--- src/rtl/dma_unit_pkg.sv ---
package dma_unit_pkg;

  localparam int DATA_W = 32;
  localparam int CTL_W  = 11;

  // control bit positions inside a record
  localparam int F_BURST = 0;
  localparam int F_EN    = 1;
  localparam int F_STYPE = 2;
  localparam int F_PTR16 = 3;
  localparam int F_USIZE = 4;
  localparam int F_SMODE = 7;
  localparam int F_DMODE = 9;

  typedef enum logic [2:0] {
    ST_IDLE, ST_LOAD, ST_DECIDE, ST_PTR, ST_READ, ST_WRITE, ST_STORE
  } seq_state_e;

  typedef enum logic [1:0] {
    SZ_BYTE = 2'd0,
    SZ_HALF = 2'd1,
    SZ_WORD = 2'd2
  } bus_size_e;

  function automatic bus_size_e unit_bus_size(input logic [2:0] code);
    case (code)
      3'd1:    return SZ_HALF;
      3'd2:    return SZ_WORD;
      default: return SZ_BYTE;
    endcase
  endfunction

  function automatic logic [2:0] size_bytes(input bus_size_e sz);
    case (sz)
      SZ_HALF: return 3'd2;
      SZ_WORD: return 3'd4;
      default: return 3'd1;
    endcase
  endfunction

  function automatic logic [DATA_W-1:0] size_mask(input bus_size_e sz);
    case (sz)
      SZ_HALF: return 32'h0000_FFFF;
      SZ_WORD: return 32'hFFFF_FFFF;
      default: return 32'h0000_00FF;
    endcase
  endfunction

  function automatic logic advances(input logic [1:0] mode);
    return mode == 2'd1;
  endfunction

endpackage

--- src/rtl/dma_trig_latch.sv ---
module dma_trig_latch (
  input  logic clk,
  input  logic rst_n,
  input  logic trig_i,
  input  logic clear_i,
  output logic pending_o
);

  // a new trigger wins over a clear in the same cycle, so none is lost
  always_ff @(posedge clk or negedge rst_n) begin
    if (!rst_n)       pending_o <= 1'b0;
    else if (trig_i)  pending_o <= 1'b1;
    else if (clear_i) pending_o <= 1'b0;
  end

endmodule

--- src/rtl/dma_rec_update.sv ---
module dma_rec_update import dma_unit_pkg::*; #(
  parameter  int ADDR_W = 16,
  parameter  int CNT_W  = 12,
  localparam int REC_W  = CTL_W + CNT_W + 2*ADDR_W
) (
  input  logic [REC_W-1:0]  rec_i,
  output logic [REC_W-1:0]  rec_next_o,
  output logic              runnable_o,
  output logic              last_o,
  output logic              stype_o,
  output logic              ptr16_o,
  output bus_size_e         usize_o,
  output logic [ADDR_W-1:0] src_o,
  output logic [ADDR_W-1:0] dst_o
);

  localparam int CNT_LO = CTL_W;
  localparam int SRC_LO = CTL_W + CNT_W;
  localparam int DST_LO = CTL_W + CNT_W + ADDR_W;

  logic [CNT_W-1:0]  cnt;
  logic [CNT_W-1:0]  cnt_next;
  logic [2:0]        step;
  logic [ADDR_W-1:0] side_addr [2];
  logic [ADDR_W-1:0] side_next [2];
  logic [1:0]        side_mode [2];

  assign cnt          = rec_i[CNT_LO +: CNT_W];
  assign usize_o      = unit_bus_size(rec_i[F_USIZE +: 3]);
  assign step         = size_bytes(usize_o);
  assign side_addr[0] = rec_i[SRC_LO +: ADDR_W];
  assign side_addr[1] = rec_i[DST_LO +: ADDR_W];
  assign side_mode[0] = rec_i[F_SMODE +: 2];
  assign side_mode[1] = rec_i[F_DMODE +: 2];

  for (genvar g = 0; g < 2; g++) begin : g_side
    assign side_next[g] = advances(side_mode[g]) ? side_addr[g] + ADDR_W'(step)
                                                 : side_addr[g];
  end

  assign cnt_next   = cnt - CNT_W'(1);
  assign rec_next_o = {side_next[1], side_next[0], cnt_next, rec_i[CTL_W-1:0]};
  assign runnable_o = rec_i[F_EN] && !rec_i[F_BURST] && (cnt != '0);
  assign last_o     = (cnt_next == '0);
  assign stype_o    = rec_i[F_STYPE];
  assign ptr16_o    = rec_i[F_PTR16];
  assign src_o      = side_addr[0];
  assign dst_o      = side_addr[1];

endmodule

--- src/rtl/dma_seq_ctrl.sv ---
module dma_seq_ctrl import dma_unit_pkg::*; #(
  parameter  int ADDR_W = 16,
  parameter  int CNT_W  = 12,
  localparam int REC_W  = CTL_W + CNT_W + 2*ADDR_W
) (
  input  logic              clk,
  input  logic              rst_n,
  input  logic              pending_i,
  input  logic [REC_W-1:0]  desc_rdata_i,
  input  logic              runnable_i,
  input  logic              last_i,
  input  logic              stype_i,
  input  logic              ptr16_i,
  input  bus_size_e         usize_i,
  input  logic [ADDR_W-1:0] src_i,
  input  logic [ADDR_W-1:0] dst_i,
  input  logic [REC_W-1:0]  rec_next_i,
  output logic [REC_W-1:0]  rec_o,
  output logic              desc_rd_en_o,
  output logic              desc_wr_en_o,
  output logic [REC_W-1:0]  desc_wdata_o,
  output logic              mem_req_o,
  output logic              mem_we_o,
  output logic [ADDR_W-1:0] mem_addr_o,
  output bus_size_e         mem_size_o,
  output logic [DATA_W-1:0] mem_wdata_o,
  input  logic [DATA_W-1:0] mem_rdata_i,
  input  logic              mem_ready_i,
  output logic              busy_o,
  output logic              irq_o,
  output logic              fetch_done_o,
  output logic              abandon_o
);

  seq_state_e        state_q, state_d;
  logic [REC_W-1:0]  rec_q;
  logic [ADDR_W-1:0] rd_src_q;
  logic [DATA_W-1:0] buf_q;

  always_comb begin
    state_d      = state_q;
    desc_rd_en_o = 1'b0;
    desc_wr_en_o = 1'b0;
    mem_req_o    = 1'b0;
    mem_we_o     = 1'b0;
    mem_addr_o   = src_i;
    mem_size_o   = usize_i;
    irq_o        = 1'b0;
    fetch_done_o = 1'b0;
    abandon_o    = 1'b0;
    unique case (state_q)
      ST_IDLE: begin
        if (pending_i) begin
          desc_rd_en_o = 1'b1;
          state_d      = ST_LOAD;
        end
      end
      ST_LOAD: begin
        fetch_done_o = 1'b1;
        state_d      = ST_DECIDE;
      end
      ST_DECIDE: begin
        if (!runnable_i) begin
          abandon_o = 1'b1;
          state_d   = ST_IDLE;
        end else if (stype_i) begin
          state_d = ST_PTR;
        end else begin
          state_d = ST_READ;
        end
      end
      ST_PTR: begin
        mem_req_o  = 1'b1;
        mem_addr_o = src_i;
        mem_size_o = ptr16_i ? SZ_HALF : SZ_BYTE;
        if (mem_ready_i) state_d = ST_READ;
      end
      ST_READ: begin
        mem_req_o  = 1'b1;
        mem_addr_o = rd_src_q;
        mem_size_o = usize_i;
        if (mem_ready_i) state_d = ST_WRITE;
      end
      ST_WRITE: begin
        mem_req_o  = 1'b1;
        mem_we_o   = 1'b1;
        mem_addr_o = dst_i;
        mem_size_o = usize_i;
        if (mem_ready_i) state_d = ST_STORE;
      end
      ST_STORE: begin
        desc_wr_en_o = 1'b1;
        irq_o        = last_i;
        state_d      = ST_IDLE;
      end
      default: state_d = ST_IDLE;
    endcase
  end

  always_ff @(posedge clk or negedge rst_n) begin
    if (!rst_n) begin
      state_q  <= ST_IDLE;
      rec_q    <= '0;
      rd_src_q <= '0;
      buf_q    <= '0;
    end else begin
      state_q <= state_d;
      if (state_q == ST_LOAD)   rec_q    <= desc_rdata_i;
      if (state_q == ST_DECIDE) rd_src_q <= src_i;
      if (state_q == ST_PTR && mem_ready_i)
        rd_src_q <= ADDR_W'(mem_rdata_i & size_mask(mem_size_o));
      if (state_q == ST_READ && mem_ready_i)
        buf_q <= mem_rdata_i & size_mask(usize_i);
    end
  end

  assign rec_o        = rec_q;
  assign desc_wdata_o = rec_next_i;
  assign mem_wdata_o  = buf_q;
  assign busy_o       = (state_q == ST_PTR) || (state_q == ST_READ) || (state_q == ST_WRITE);

endmodule

--- src/rtl/dma_unit_engine.sv ---
module dma_unit_engine import dma_unit_pkg::*; #(
  parameter  int ADDR_W = 16,
  parameter  int CNT_W  = 12,
  localparam int REC_W  = CTL_W + CNT_W + 2*ADDR_W
) (
  input  logic              clk,
  input  logic              rst_n,
  input  logic              trig_i,
  output logic              desc_rd_en_o,
  input  logic [REC_W-1:0]  desc_rdata_i,
  output logic              desc_wr_en_o,
  output logic [REC_W-1:0]  desc_wdata_o,
  output logic              mem_req_o,
  output logic              mem_we_o,
  output logic [ADDR_W-1:0] mem_addr_o,
  output logic [1:0]        mem_size_o,
  output logic [DATA_W-1:0] mem_wdata_o,
  input  logic [DATA_W-1:0] mem_rdata_i,
  input  logic              mem_ready_i,
  output logic              busy_o,
  output logic              irq_o
);

  // internal events, named so the checker can observe them
  logic              pending_w;
  logic              fetch_done_w;
  logic              abandon_w;
  logic [REC_W-1:0]  rec_w;
  logic [REC_W-1:0]  rec_next_w;
  logic              runnable_w;
  logic              last_w;
  logic              stype_w;
  logic              ptr16_w;
  bus_size_e         usize_w;
  bus_size_e         mem_size_w;
  logic [ADDR_W-1:0] src_w;
  logic [ADDR_W-1:0] dst_w;

  dma_trig_latch u_trig (
    .clk       (clk),
    .rst_n     (rst_n),
    .trig_i    (trig_i),
    .clear_i   (fetch_done_w),
    .pending_o (pending_w)
  );

  dma_rec_update #(.ADDR_W(ADDR_W), .CNT_W(CNT_W)) u_upd (
    .rec_i      (rec_w),
    .rec_next_o (rec_next_w),
    .runnable_o (runnable_w),
    .last_o     (last_w),
    .stype_o    (stype_w),
    .ptr16_o    (ptr16_w),
    .usize_o    (usize_w),
    .src_o      (src_w),
    .dst_o      (dst_w)
  );

  dma_seq_ctrl #(.ADDR_W(ADDR_W), .CNT_W(CNT_W)) u_seq (
    .clk          (clk),
    .rst_n        (rst_n),
    .pending_i    (pending_w),
    .desc_rdata_i (desc_rdata_i),
    .runnable_i   (runnable_w),
    .last_i       (last_w),
    .stype_i      (stype_w),
    .ptr16_i      (ptr16_w),
    .usize_i      (usize_w),
    .src_i        (src_w),
    .dst_i        (dst_w),
    .rec_next_i   (rec_next_w),
    .rec_o        (rec_w),
    .desc_rd_en_o (desc_rd_en_o),
    .desc_wr_en_o (desc_wr_en_o),
    .desc_wdata_o (desc_wdata_o),
    .mem_req_o    (mem_req_o),
    .mem_we_o     (mem_we_o),
    .mem_addr_o   (mem_addr_o),
    .mem_size_o   (mem_size_w),
    .mem_wdata_o  (mem_wdata_o),
    .mem_rdata_i  (mem_rdata_i),
    .mem_ready_i  (mem_ready_i),
    .busy_o       (busy_o),
    .irq_o        (irq_o),
    .fetch_done_o (fetch_done_w),
    .abandon_o    (abandon_w)
  );

  assign mem_size_o = mem_size_w;

endmodule

--- config.mk ---
export PLATFORM = sky130hd
export DESIGN_NAME = dma_unit_engine
export DESIGN_NICKNAME = d
export VERILOG_FILES = /design/src/rtl/dma_unit_pkg.sv /design/src/rtl/dma_trig_latch.sv /design/src/rtl/dma_rec_update.sv /design/src/rtl/dma_seq_ctrl.sv /design/src/rtl/dma_unit_engine.sv
export SDC_FILE = /design/constraint.sdc
export NUM_CORES = 1
export LEC_CHECK = 0
export ABC_AREA = 1
export BUFFER_PORTS_ARGS = -buffer_cell sky130_fd_sc_hd__buf_2
export CAP_MARGIN = 20
export CORE_UTILIZATION = 45
export CTS_BUF_LIST = sky130_fd_sc_hd__clkbuf_8 sky130_fd_sc_hd__clkbuf_16
export DETAILED_ROUTE_END_ITERATION = 10
export PLACE_DENSITY = 0.77
export SLEW_MARGIN = 40
export SYNTH_ARGS = -nofsm -noshare
export SYNTH_HDL_FRONTEND = slang
export SYNTH_HIERARCHICAL = 1
export SYNTH_SLANG_ARGS = --single-unit
--- constraint.sdc ---
create_clock -name clk -period 5 [get_ports clk]
set_input_delay 0.5 -clock clk [delete_from_list [all_inputs] [get_ports clk]]
set_output_delay 0.5 -clock clk [all_outputs]
set_load 0.01 [all_outputs]
# Word-level counts from Yosys, hierarchy flattened
# Cells that the tools add are included.
word_totals:
  reg_bits: 107
classes:
  addsub: 3
  eq_ne: 18
  reduce_logical: 14
  mux: 29
  n_bitwise: 2
ops:
  columns: ["cell", "n"]
  rows:
  - ["2-to-1 mux 16 bit", 5]
  - ["case mux 16 bit (2 select lines)", 2]
  - ["case mux 32 bit (2 select lines)", 1]
  - ["adder 16 x 3 -> 16 bit", 2]
  - ["bitwise AND 32 bit", 1]
  - ["2-to-1 mux 32 bit", 1]
  - ["2-to-1 mux 3 bit", 6]
  - ["case mux 3 bit (6 select lines)", 1]
  - ["bitwise AND 16 bit", 1]
  - ["logical NOT 12 bit", 1]
  - ["nonzero test 12 bit", 1]
  - ["subtractor 12 x 1 -> 12 bit (second input constant)", 1]
  - ["2-to-1 mux 1 bit", 10]
  - ["equality test 3 x 2 -> 1 bit (second input constant)", 3]
  - ["equality test 3 bit (second input constant)", 3]
  - ["equality test 2 x 1 -> 1 bit (second input constant)", 4]
  - ["inequality test 2 bit (second input constant)", 4]
  - ["equality test 3 x 1 -> 1 bit (second input constant)", 2]
  - ["case mux 3 bit (2 select lines)", 1]
  - ["equality test 2 bit (second input constant)", 2]
  - ["logical AND 1 bit", 4]
  - ["case mux 2 bit (2 select lines)", 1]
  - ["AND reduction 4 bit", 1]
  - ["nonzero test 2 bit", 2]
  - ["5 further kinds", 6]

# Logic depth before layout (Yosys ltp)
# Gate-level depths: netlist (run 1).
depth:
  word_depth: 8
  depth_mapped: 15
  mapped_depth_nobuf: 14

# Modules after synthesis
# Netlist (run 1), hierarchy kept.
modules_own_cells:
  columns: ["module", "instances", "cells_per_inst", "area_per_inst_um2"]
  rows:
  - ["dma_seq_ctrl", 1, 621, 5246.3]
  - ["dma_rec_update", 1, 332, 1760.4]
  - ["dma_trig_latch", 1, 5, 40.0]

# Least setup slack after synthesis (run 1)
# No wires, ideal clock.
synth_path:
  kind: "register to output"
  startpoint: "reg u_seq.rec_q[6], in the netlist u_seq/rec_o[6]"
  endpoint: "out desc_wdata_o[47]"
  n_path_buf: 1
  t_arrival_ns: 2.244
  stages_incl_launch_ff: 12
  path_slack_ns: 2.256
  path_cell_list: "dfrtp_1 -> nor3_1 -> inv_1 -> ha_1 -> ha_1 -> ha_1 -> a21oi_1 -> o21ai_2 -> nand2_1 -> nor2_2 -> xor2_1 -> buf_4"
synth_via:
  elab_chain_len: 6
synth_lines:
  columns: ["item", "line", "source"]
  rows:
  - ["start, declared", "dma_seq_ctrl.sv:36", "logic [REC_W-1:0] rec_q;"]
  - ["start signal, assigned", "dma_seq_ctrl.sv:108", "if (state_q == ST_LOAD) rec_q <= desc_rdata_i;"]
  - ["equality test 3 x 2 -> 1 bit or equality test 3 x 1 -> 1 bit (tied branches)", "dma_unit_pkg.sv:26", "case (code)"]
  - ["case mux 2 bit (2 select lines) *", "dma_unit_pkg.sv:26", null]
  - ["equality test 2 bit or equality test 2 x 1 -> 1 bit (tied branches)", "dma_unit_pkg.sv:34", "case (sz)"]
  - ["case mux 3 bit (2 select lines) *", "dma_unit_pkg.sv:34", null]
  - ["adder 16 x 3 -> 16 bit *", "dma_rec_update.sv:37", "assign side_next[g] = advances(side_mode[g]) ? side_addr[g] + ADDR_W'(step)"]
  - ["2-to-1 mux 16 bit *", "dma_rec_update.sv:37", null]
  - ["end, declared", "dma_unit_engine.sv:12", "output logic [REC_W-1:0] desc_wdata_o,"]
# Every way passes the cells marked *; elsewhere a longest branch is shown, timed or not.

# Worst setup path after layout (run 1)
layout_path:
  startpoint: "reg u_seq.rec_q[4], in the netlist u_seq/rec_o[4]"
  endpoint: "out desc_wdata_o[31]"
layout_via:
  elab_chain_len: 6
layout_lines:
  columns: ["item", "line", "source"]
  rows:
  - ["equality test 3 x 2 -> 1 bit or equality test 3 x 1 -> 1 bit (tied branches)", "dma_unit_pkg.sv:26", null]
  - ["case mux 2 bit (2 select lines) *", "dma_unit_pkg.sv:26", null]
  - ["net usize_w[1]", "dma_unit_engine.sv:34", "bus_size_e usize_w;"]
  - ["equality test 2 bit or equality test 2 x 1 -> 1 bit (tied branches)", "dma_unit_pkg.sv:34", null]
  - ["case mux 3 bit (2 select lines) *", "dma_unit_pkg.sv:34", null]
  - ["adder 16 x 3 -> 16 bit *", "dma_rec_update.sv:37", null]
  - ["2-to-1 mux 16 bit *", "dma_rec_update.sv:37", null]
# Mark *: on every way through the listed nets, which the timed path passes. The rest lies on a longest branch.

==> out/metrics.csv, run 1 <==
stage,metric,value,unit
finish,diodes,0,
clocking,clk_path_buf_depth,2,
job,cap_violations,0,
timing,drv_slew,0,
power_and_ir_drop,power_frac_comb,50.9,%
timing,fin_skew,0.00990,ns
timing,tightest_slew,0.654,ns
finish,final_area,7720,um2
placed_design,port_buffers,201,
power_and_ir_drop,irDropWorstVdd,0.392,mV
clocking,path_clk_slew,0.08,ns
finish,fin_nets,1147,
power_and_ir_drop,p_clk_share,15.7,%
floorplan,start_util,46.2,%
timing,timing.final.crit_share,68.4,%
timing,hold_ws,0.101,ns
power_and_ir_drop,p_int,0.00275,W
clocking,insertion_delay,0.36,ns
placed_design,placed_cell_area,7370,um2
finish,nFillCells,1533,
detailed_routing,wire_per_inst,14.3,um
yosys,synth_nets,1062,
power_and_ir_drop,p_per_area,678,nW/um2
placed_design,dpl.hpwl,13.5,mm
timing,setup_viol,0,
detailed_routing,via_per_inst,4.89,
setup_path,crit_fanout,4,
power_and_ir_drop,leakagePower,4.32,nW
yosys,synthCells,957,
timing,hold_viol_final,0,
yosys,yosysWarnings,6,
detailed_routing,wl,17.9,mm
outcome,status,finished clean,
timing,tns,0,ns
setup_path,critPathKind,flop to output port,
floorplan,die_area,16200,um2
floorplan,rows,45,
clocking,cts_tree,yes,
global_routing,grt_max_degree,62,
setup_path,endpoint_kind,output port,
global_routing,grt_pass1_wl,28.9,mm
floorplan,die_w,127,um
floorplan,die_y,127,um
setup_path,cp.required,4.50,ns
clocking,htree_levels,3,
timing,max_slew_margin,56.4,%
detailed_routing,num_vias,6154,
power_and_ir_drop,switching_share,47.4,%
power_and_ir_drop,total_power,0.00524,W
placed_design,gp_congestion,0.894,
detailed_routing,drcViolationCount,0,
clocking,cts_setup_buffers,0,
clocking,cts_hold_buf,0,
timing,timing.fmax,0.292,GHz
finish,area_growth,9.63,%
setup_path,critPathLaunchType,flop,
floorplan,coreArea,15300,um2
hold_path,worstHoldPathType,primary input to async pin,
finish,drive_gt1_share,24.5,%
clocking,cts_made_buffers,9,
detailed_routing,drt_iter0_drc,476,
floorplan,ios,202,
detailed_routing,final_antenna_net_count,0,
clocking,cts-root-buf,clkbuf_16,
setup_path,cp.arrival,2.92,ns
detailed_routing,firstDrtPassIters,6,
yosys,syn_avg_cell_area,7.36,um2
global_routing,grtUsageTotal,22.9,%
timing,min_period,3.42,ns
global_routing,grt.overflow.total,0,
clocking,cts.sinks,107,
clocking,cts.repair.resized,0,
yosys,syn_area,7040,um2
timing,rsz0062_at_grt,false,
power_and_ir_drop,power_frac_seq,33.4,%
global_routing,grt_pass1_vias,5674,
power_and_ir_drop,p_sw,0.00248,W
global_routing,antenna_found_initial,0,
==> path summary, 6_finish.rpt <==
path / startpoint / to / slack, ns / cells after the start
setup / recovery: u_seq/rec_o[4]$_DFFE_PN0N_ / desc_wdata_o[31] / 1.58 / 13
hold / removal: rst_n / u_seq/rd_src_q[11]$_DFFE_PN0P_ / 0.10 / 1
setup reg to reg: u_seq/rec_o[4]$_DFFE_PN0N_ / u_seq/mem_wdata_o[11]$_DFFE_PN0P_ / 2.47 / 9
hold reg to reg: u_seq/mem_wdata_o[17]$_DFFE_PN0P_ / u_seq/mem_wdata_o[17]$_DFFE_PN0P_ / 0.48 / 2
max in group asynchronous: rst_n / u_seq/rec_o[15]$_DFFE_PN0N_ / 3.88 / 2
min in group clk: desc_rdata_i[47] / u_seq/rec_o[47]$_DFFE_PN0N_ / 0.34 / 3
==> sequential cells by signal, indices dropped and copies added, names as in the netlist <==
register           count
u_trig/pending_o       1
u_seq/mem_wdata_o     32
u_seq/rd_src_q        16
u_seq/rec_o           55
u_seq/state_q          3
==> area by class of cell <==
| type | instances | area (um2) | area share, % |
|---|---|---|---|
| clock inverters | 7 | 124 | 1.60 |
| well taps | 211 | 264 | 3.42 |
| inverters | 91 | 345 | 4.47 |
| multi-input cells | 630 | 3060 | 39.6 |
| clock buffers | 9 | 225 | 2.92 |
| repair buffers | 203 | 1030 | 13.3 |
| flip-flops and latches | 107 | 2680 | 34.7 |
==> through the flow <==
stage,worst slack (ns),util [%],instances
floorplan,2.26,-,957
global placement,2.06,48.3,1242
detailed placement,1.97,48.3,1242
CTS,1.56,50.6,1258
global route,1.26,50.6,1258
finish,1.58,50.6,1258
==> routing by layer <==
| metal | part of all wire [%] | global-route usage (%) | vias up |
|---|---|---|---|
| met3 | 7.0 | 5.28 | 18 |
| met5 | 0 | 0 | - |
| li1 | - | - | 3046 |
| met4 | 1.3 | 5.60 | 0 |
| met1 | 46 | 30.9 | 2844 |
| met2 | 46 | 37.2 | 246 |
==> worst max-delay path, cell delays in order (launching register included) <==
cell     delay [ns]
dfrtp_1        0.39
inv_1          0.08
nand2_1        0.08
nor2_1         0.30
inv_1          0.15
ha_1           0.25
xor2_1         0.24
ha_1           0.18
a21oi_1        0.06
o21ai_2        0.22
nand2_1        0.15
nor2_2         0.17
xor2_1         0.15
buf_2          0.15
==> layout by cell type, fill, tap and decap left out, drive strengths merged, types with 3 or more instances in the layout <==
cell type,count
xnor2,6
nand4,8
o221ai,8
buf,203
nand3,53
nand2,384
nor2,68
o21ai,36
a21oi,13
clkbuf,9
xor2,13
bufinv,3
ha,14
o31ai,8
dfrtp,107
inv,92
o211ai,8
nor3,5
==> power by group through the flow <==
stage	clock (W)	sequential [W]	combinational (W)
CTS	0.000844	0.00174	0.00268
global placement	0	0.00174	0.00261
finish	0.000824	0.00175	0.00267
global route	0.000878	0.00181	0.00301
floorplan	0	0.00165	0.00238
detailed placement	0	0.00176	0.00266
Power figures use the tool's default switching activity.
==> inputs of run 2 (changes only) <==
- PLACE_DENSITY: 0.77 -> 0.79
- clock period: 5 -> 3.1 ns (I/O delays scaled with it)
==> out/metrics.csv, run 2 (synthesis gave the netlist of run 1 again) <==
stage,metric,value,unit,change
timing,tightest_slew,0.651,ns,-0.00265 ns
power_and_ir_drop,total_power,0.00839,W,+60%
job,cap_violations,0,,unchanged
floorplan,die_w,127,um,unchanged
timing,fin_skew,0.0116,ns,+0.00174 ns
detailed_routing,final_antenna_net_count,0,,unchanged
floorplan,coreArea,15300,um2,unchanged
detailed_routing,drt_iter0_drc,322,,-32%
global_routing,grt_pass1_wl,28.7,mm,-0.62%
clocking,cts_made_buffers,9,,unchanged
finish,nFillCells,1518,,-0.98%
timing,max_slew_margin,56.5,%,+0.18 points
finish,area_growth,11.2,%,
finish,diodes,0,,unchanged
floorplan,die_y,127,um,unchanged
floorplan,start_util,46.2,%,unchanged
global_routing,grt_pass1_vias,5750,,+1.3%
global_routing,met1_usage,30.1,%,-0.75 points
clocking,cts_tree,yes,,
global_routing,grt_max_degree,66,,+6.5%
floorplan,ios,202,,unchanged
clocking,htree_levels,3,,unchanged
finish,fin_nets,1158,,+0.96%
setup_path,critPathLaunchType,flop,,
detailed_routing,wl,18.2,mm,+1.3%
timing,tns,0,ns,unchanged
timing,timing.fmax,0.337,GHz,
setup_path,cp.required,2.79,ns,-1.71 ns
finish,final_cell_mix,"nand2_1, buf_2, dfrtp_1, inv_1, nor2_1",,
placed_design,port_buffers,201,,unchanged
setup_path,cp.arrival,2.66,ns,-0.26 ns
detailed_routing,firstDrtPassIters,5,,-1
power_and_ir_drop,p_per_area,1070,nW/um2,+58%
finish,layout_commonest_cell,nand2_1,,
clocking,cts.sinks,107,,unchanged
global_routing,grtUsageTotal,22.9,%,+0.048 points
setup_path,critPathKind,flop to output port,,
global_routing,grt.met2_usage,36.6,%,-0.58 points
setup_path,endpoint_kind,output port,,
placed_design,gp_congestion,0.910,,+1.9%
floorplan,rows,45,,unchanged
clocking,insertion_delay,0.35,ns,about the same
clocking,path_clk_slew,0.08,ns,about the same
timing,min_period,2.97,ns,
timing,drv_slew,0,,unchanged
timing,setup_viol,0,,unchanged
finish,drive_gt1_share,26.6,%,+2.1 points
floorplan,die_area,16200,um2,unchanged
global_routing,grt.overflow.total,0,,unchanged
detailed_routing,wire_per_inst,14.3,um,+0.41%
global_routing,grt-busiest-layer,met2,,
setup_path,crit_fanout,4,,unchanged
timing,timing.final.crit_share,95.7,%,
power_and_ir_drop,irDropWorstVdd,0.593,mV,+51%
outcome,status,finished clean,,
hold_path,worstHoldPathType,primary input to flop,,
detailed_routing,via_per_inst,4.88,,-0.27%
global_routing,use_met3,6.11,%,+0.84 points
placed_design,dpl.hpwl,13.7,mm,+2.2%
power_and_ir_drop,leakagePower,4.35,nW,+0.68%
finish,largest_reg_flops,55,,unchanged
detailed_routing,drcViolationCount,0,,unchanged
detailed_routing,num_vias,6191,,+0.60%
clocking,clk_path_buf_depth,2,,unchanged
global_routing,antenna_found_initial,0,,unchanged
clocking,cts-root-buf,clkbuf_16,,
timing,hold_viol_final,0,,unchanged
-- run 2: changes by cell type in the layout (fill, tap and decap cells not counted), moves of 3 or more --
cell       delta
clkinv_2      +3
ha_1          -3
buf_4         +9
nor2_1        -3
bufinv_16     -3
-- run 2: layer usage --
metal / wire length (um) / part of all wire [%]
met1: 8050 / 44
met3: 1450 / 8.0
met4: 556 / 3.1
met5: 0 / 0
met2: 8120 / 45
-- run 2: stage by stage --
stage               hold WS [ns]  setup slack [ns]  cells  util (%)  area, um2
finish                     0.151             0.134   1269      51.3       7830
floorplan                 0.0144             0.546    957         -       7040
detailed placement         0.356             0.245   1245      48.5       7400
global route               0.145           -0.0128   1269      51.3       7830
global placement           0.457             0.384   1245      48.5       7400
CTS                        0.139           0.00895   1262      50.5       7700
-- run 2: where the power goes --
part           internal (W)  switching (W)
registers           0.00208       0.000750
clock network      0.000566       0.000514
logic               0.00168        0.00280
-- run 2: worst max-delay path, stage by stage (launching register included) --
cell	delay, ns
dfrtp_1	0.43
nor3_4	0.23
inv_2	0.09
ha_4	0.28
ha_1	0.16
ha_1	0.17
a21oi_2	0.05
o21ai_2	0.29
nand2_2	0.15
nor2_2	0.14
xor2_1	0.17
buf_2	0.15
-- run 2: final cells by class --
| type | instances | area (um2) | share of cell area (%) |
|---|---|---|---|
| clock buffers | 10 | 239 | 3.05 |
| clock inverters | 6 | 38.8 | 0.495 |
| inverters | 91 | 343 | 4.38 |
| multi-input cells | 630 | 3140 | 40.1 |
| flip-flops and latches | 107 | 2680 | 34.2 |
| well taps | 211 | 264 | 3.37 |
| repair buffers | 214 | 1120 | 14.4 |
-- run 2: path summary, 6_finish.rpt --
check / start / to / slack, ns / cells past startpoint
min: desc_rdata_i[47] / u_seq/rec_o[47]$_DFFE_PN0N_ / 0.15 / 3
min reg2reg: u_seq/mem_wdata_o[30]$_DFFE_PN0P_ / u_seq/mem_wdata_o[30]$_DFFE_PN0P_ / 0.48 / 2
max: u_seq/rec_o[5]$_DFFE_PN0N_ / desc_wdata_o[45] / 0.13 / 11
max reg2reg: u_seq/rec_o[4]$_DFFE_PN0N_ / u_seq/mem_wdata_o[9]$_DFFE_PN0P_ / 0.84 / 9
max in group asynchronous: rst_n / u_seq/rec_o[14]$_DFFE_PN0N_ / 1.90 / 3
min in group asynchronous: rst_n / u_seq/mem_wdata_o[13]$_DFFE_PN0P_ / 0.50 / 2
-- run 2: timing repair --
item / 4_1_cts / 5_1_grt
pin swaps: 0 / 5
resized for setup: 2 / 17
hold buffers: 1 / 0
setup buffers: 0 / 7
hold endpoints to repair: 64 / 0
setup endpoints to repair: 12 / 11
==> inputs of run 3 (changes only) <==
- ABC_AREA: 1 -> default
- PLACE_DENSITY: 0.79 -> 0.77
- clock period: 3.1 -> 2.8 ns (I/O delays scaled with it)
==> out/metrics.csv, run 3 <==
stage,metric,value,unit,change
outcome,status,"finished, violations left",,
outcome,violations,negative setup slack,,
placed_design,dp_cells,948,,-24%
detailed_routing,drt_iter0_drc,312,,-3.1%
floorplan,die_y,123,um,-2.9%
detailed_routing,wire_per_inst,17.3,um,+21%
detailed_routing,via_per_inst,5.15,,+5.6%
placed_design,placed_cell_area,7100,um2,-4.2%
hold_path,worstHoldPathType,primary input to flop,,
detailed_routing,drcViolationCount,0,,unchanged
global_routing,grt.overflow.total,0,,unchanged
finish,nFillCells,1297,,-15%
global_routing,grt_pass1_wl,25.0,mm,-13%
setup_path,critPathSlowestCell,or3b_4,,
detailed_routing,num_vias,5034,,-19%
clocking,cts_made_buffers,9,,unchanged
detailed_routing,wl,16.9,mm,-7.0%
setup_path,reg2reg_setup_slack,0.55,ns,-0.29 ns
global_routing,grt_max_degree,49,,-26%
hold_path,hold_end,u_trig/pending_o$_DFFE_PN0P_,,
yosys,yosysWarnings,6,,unchanged
setup_path,max_stage_delay,0.45,ns,+0.02 ns
detailed_routing,wl_met2,8.08,mm,-0.52%
timing,min_period,2.94,ns,
placed_design,dp_slack,-0.122,ns,-0.367 ns
finish,finalNonFillerCells,977,,-23%
detailed_routing,top_layer_used,met5,,
timing,timing.final.crit_share,105,%,
setup_path,crit_fanout,4,,unchanged
timing,hold_viol_final,0,,unchanged
detailed_routing,firstDrtPassIters,5,,unchanged
setup_path,cp.arrival,2.66,ns,about the same
setup_path,critPathLaunchType,flop,,
floorplan,coreArea,14500,um2,-5.1%
setup_path,critPathKind,flop to output port,,
placed_design,dpl.hpwl,12.3,mm,-11%
clocking,clk_path_buf_depth,2,,unchanged
floorplan,die_w,123,um,-2.9%
detailed_routing,final_antenna_net_count,0,,unchanged
clocking,cts.sinks,107,,unchanged
detailed_routing,met3_length,1.19,mm,-18%
clocking,htree_levels,3,,unchanged
finish,diodes,0,,unchanged
detailed_routing,wirelength_met1,7.38,mm,-8.3%
global_routing,antenna_found_initial,1,,+1
finish,drive_gt1_share,45.1,%,+19 points
placed_design,port_buffers,201,,unchanged
yosys,synth_nets,777,,-27%
timing,rsz0062_at_grt,true,,
setup_path,r2r_start,u_seq/rec_o[6]$_DFFE_PN0N_,,
setup_path,cp.required,2.52,ns,-0.27 ns
finish,layout_commonest_cell,buf_2,,
setup_path,r2r_end,u_seq/mem_wdata_o[12]$_DFFE_PN0P_,,
timing,setup_viol,26,,+26
finish,final_area,7790,um2,-0.51%
timing,setup_ws,-0.141,ns,-0.275 ns
timing,tightest_slew,0.738,ns,+0.0872 ns
power_and_ir_drop,leakagePower,3.77,nW,-13%
job,cap_violations,0,,unchanged
floorplan,rows,44,,-2.2%
timing,drv_slew,0,,unchanged
power_and_ir_drop,total_power,0.0101,W,+20%
power_and_ir_drop,p_per_area,1290,nW/um2,+21%
timing,timing.fmax,0.340,GHz,
global_routing,grtUsageTotal,22.1,%,-0.87 points
yosys,syn_avg_cell_area,9.87,um2,+34%
floorplan,start_util,45.8,%,-0.33 points
clocking,insertion_delay,0.35,ns,about the same
clocking,cts-root-buf,clkbuf_16,,
placed_design,gp_congestion,0.829,,-8.9%
finish,fin_nets,893,,-23%
finish,final_cell_mix,"buf_2, dfrtp_1, nand2_1, mux2_2, o21ai_0",,
timing,fin_skew,0.00805,ns,-0.00359 ns
clocking,path_clk_slew,0.08,ns,about the same
yosys,synthCells,672,,-30%
floorplan,ios,202,,unchanged
setup_path,rr_worst_depth,8,,-1
setup_path,endpoint_kind,output port,,
floorplan,die_area,15200,um2,-5.7%
yosys,syn_area,6640,um2,-5.8%
setup_path,crit_chain,or3b_4 -> ha_4 -> ha_4 -> ha_4 -> a211o_1 -> nor4b_4 -> nand2_1 -> xnor2_1 -> buf_2,,
power_and_ir_drop,irDropWorstVdd,0.585,mV,-1.4%
finish,largest_reg_flops,55,,unchanged
finish,area_growth,17.4,%,
timing,max_slew_margin,50.7,%,-5.8 points
setup_path,cp_common_cell,ha_4,,
hold_path,hold_path_depth,2,,-1
hold_path,worstHoldStart,trig_i,,
global_routing,grt_pass1_vias,4658,,-19%
clocking,cts_tree,yes,,
[run 3: worst max-delay path, delay by kind of cell, from the launching register on]
family,cells,cell delay [ns]
and+or+nand+nor,3,0.89
adders and majority gates,3,0.60
DFF,1,0.38
xor gates and xnor gates,1,0.17
buffers and inverters,1,0.16
AOI/OAI and AO/OA,1,0.12
[run 3: metal layers]
metal / track usage [%] / vias up
met5: 0 / -
met4: 6.02 / 2
met3: 7.06 / 23
met2: 35.1 / 181
met1: 28.8 / 2409
li1: - / 2419
[run 3: worst max path at each step]
stage	cells after the start	from	slack, ns	endpoint
after global routing	9	u_seq/rec_o[6]$_DFFE_PN0N_	-0.24	desc_wdata_o[33]
after global placement	11	u_seq/rec_o[6]$_DFFE_PN0N_	0.02	desc_wdata_o[33]
after detailed placement	11	u_seq/rec_o[6]$_DFFE_PN0N_	-0.12	desc_wdata_o[37]
after floorplan	9	u_seq/rec_o[6]$_DFFE_PN0N_	0.06	desc_wdata_o[51]
final	9	u_seq/rec_o[6]$_DFFE_PN0N_	-0.14	desc_wdata_o[37]
after CTS	9	u_seq/rec_o[5]$_DFFE_PN0N_	-0.11	desc_wdata_o[37]
[run 3: timing repair]
item | CTS | global route
resized for setup | 32 | 20
pin swaps | 12 | 18
hold buffers | 1 | 0
setup endpoints to repair | 28 | 28
setup buffers | 8 | 4
hold endpoints to repair | 38 | 0
[run 3: power breakdown]
group	internal, W	switching (W)	total (W)
logic	0.00268	0.00274	0.00542
clock network	0.000791	0.000600	0.00139
registers	0.00232	0.000951	0.00327
total	0.00578	0.00429	0.0101
[run 3: per-stage QoR]
| stage | util (%) | TNS [ns] | hold WS, ns |
|---|---|---|---|
| floorplan | - | 0 | -0.0156 |
| global placement | 49.0 | 0 | 0.300 |
| detailed placement | 49.0 | -0.242 | 0.305 |
| CTS | 52.9 | -1.66 | 0.0913 |
| global route | 53.8 | -4.95 | 0.0869 |
| finish | 53.8 | -2.10 | 0.105 |
[run 3: area by class of cell]
class                   count  area, um2  area share (%)
repair buffers            234       1270            16.3
inverters                  14       55.1           0.707
flip-flops and latches    107       2680            34.4
clock buffers               9        225            2.89
clock inverters             7       98.8            1.27
multi-input cells         422       3230            41.5
well taps                 184        230            2.96
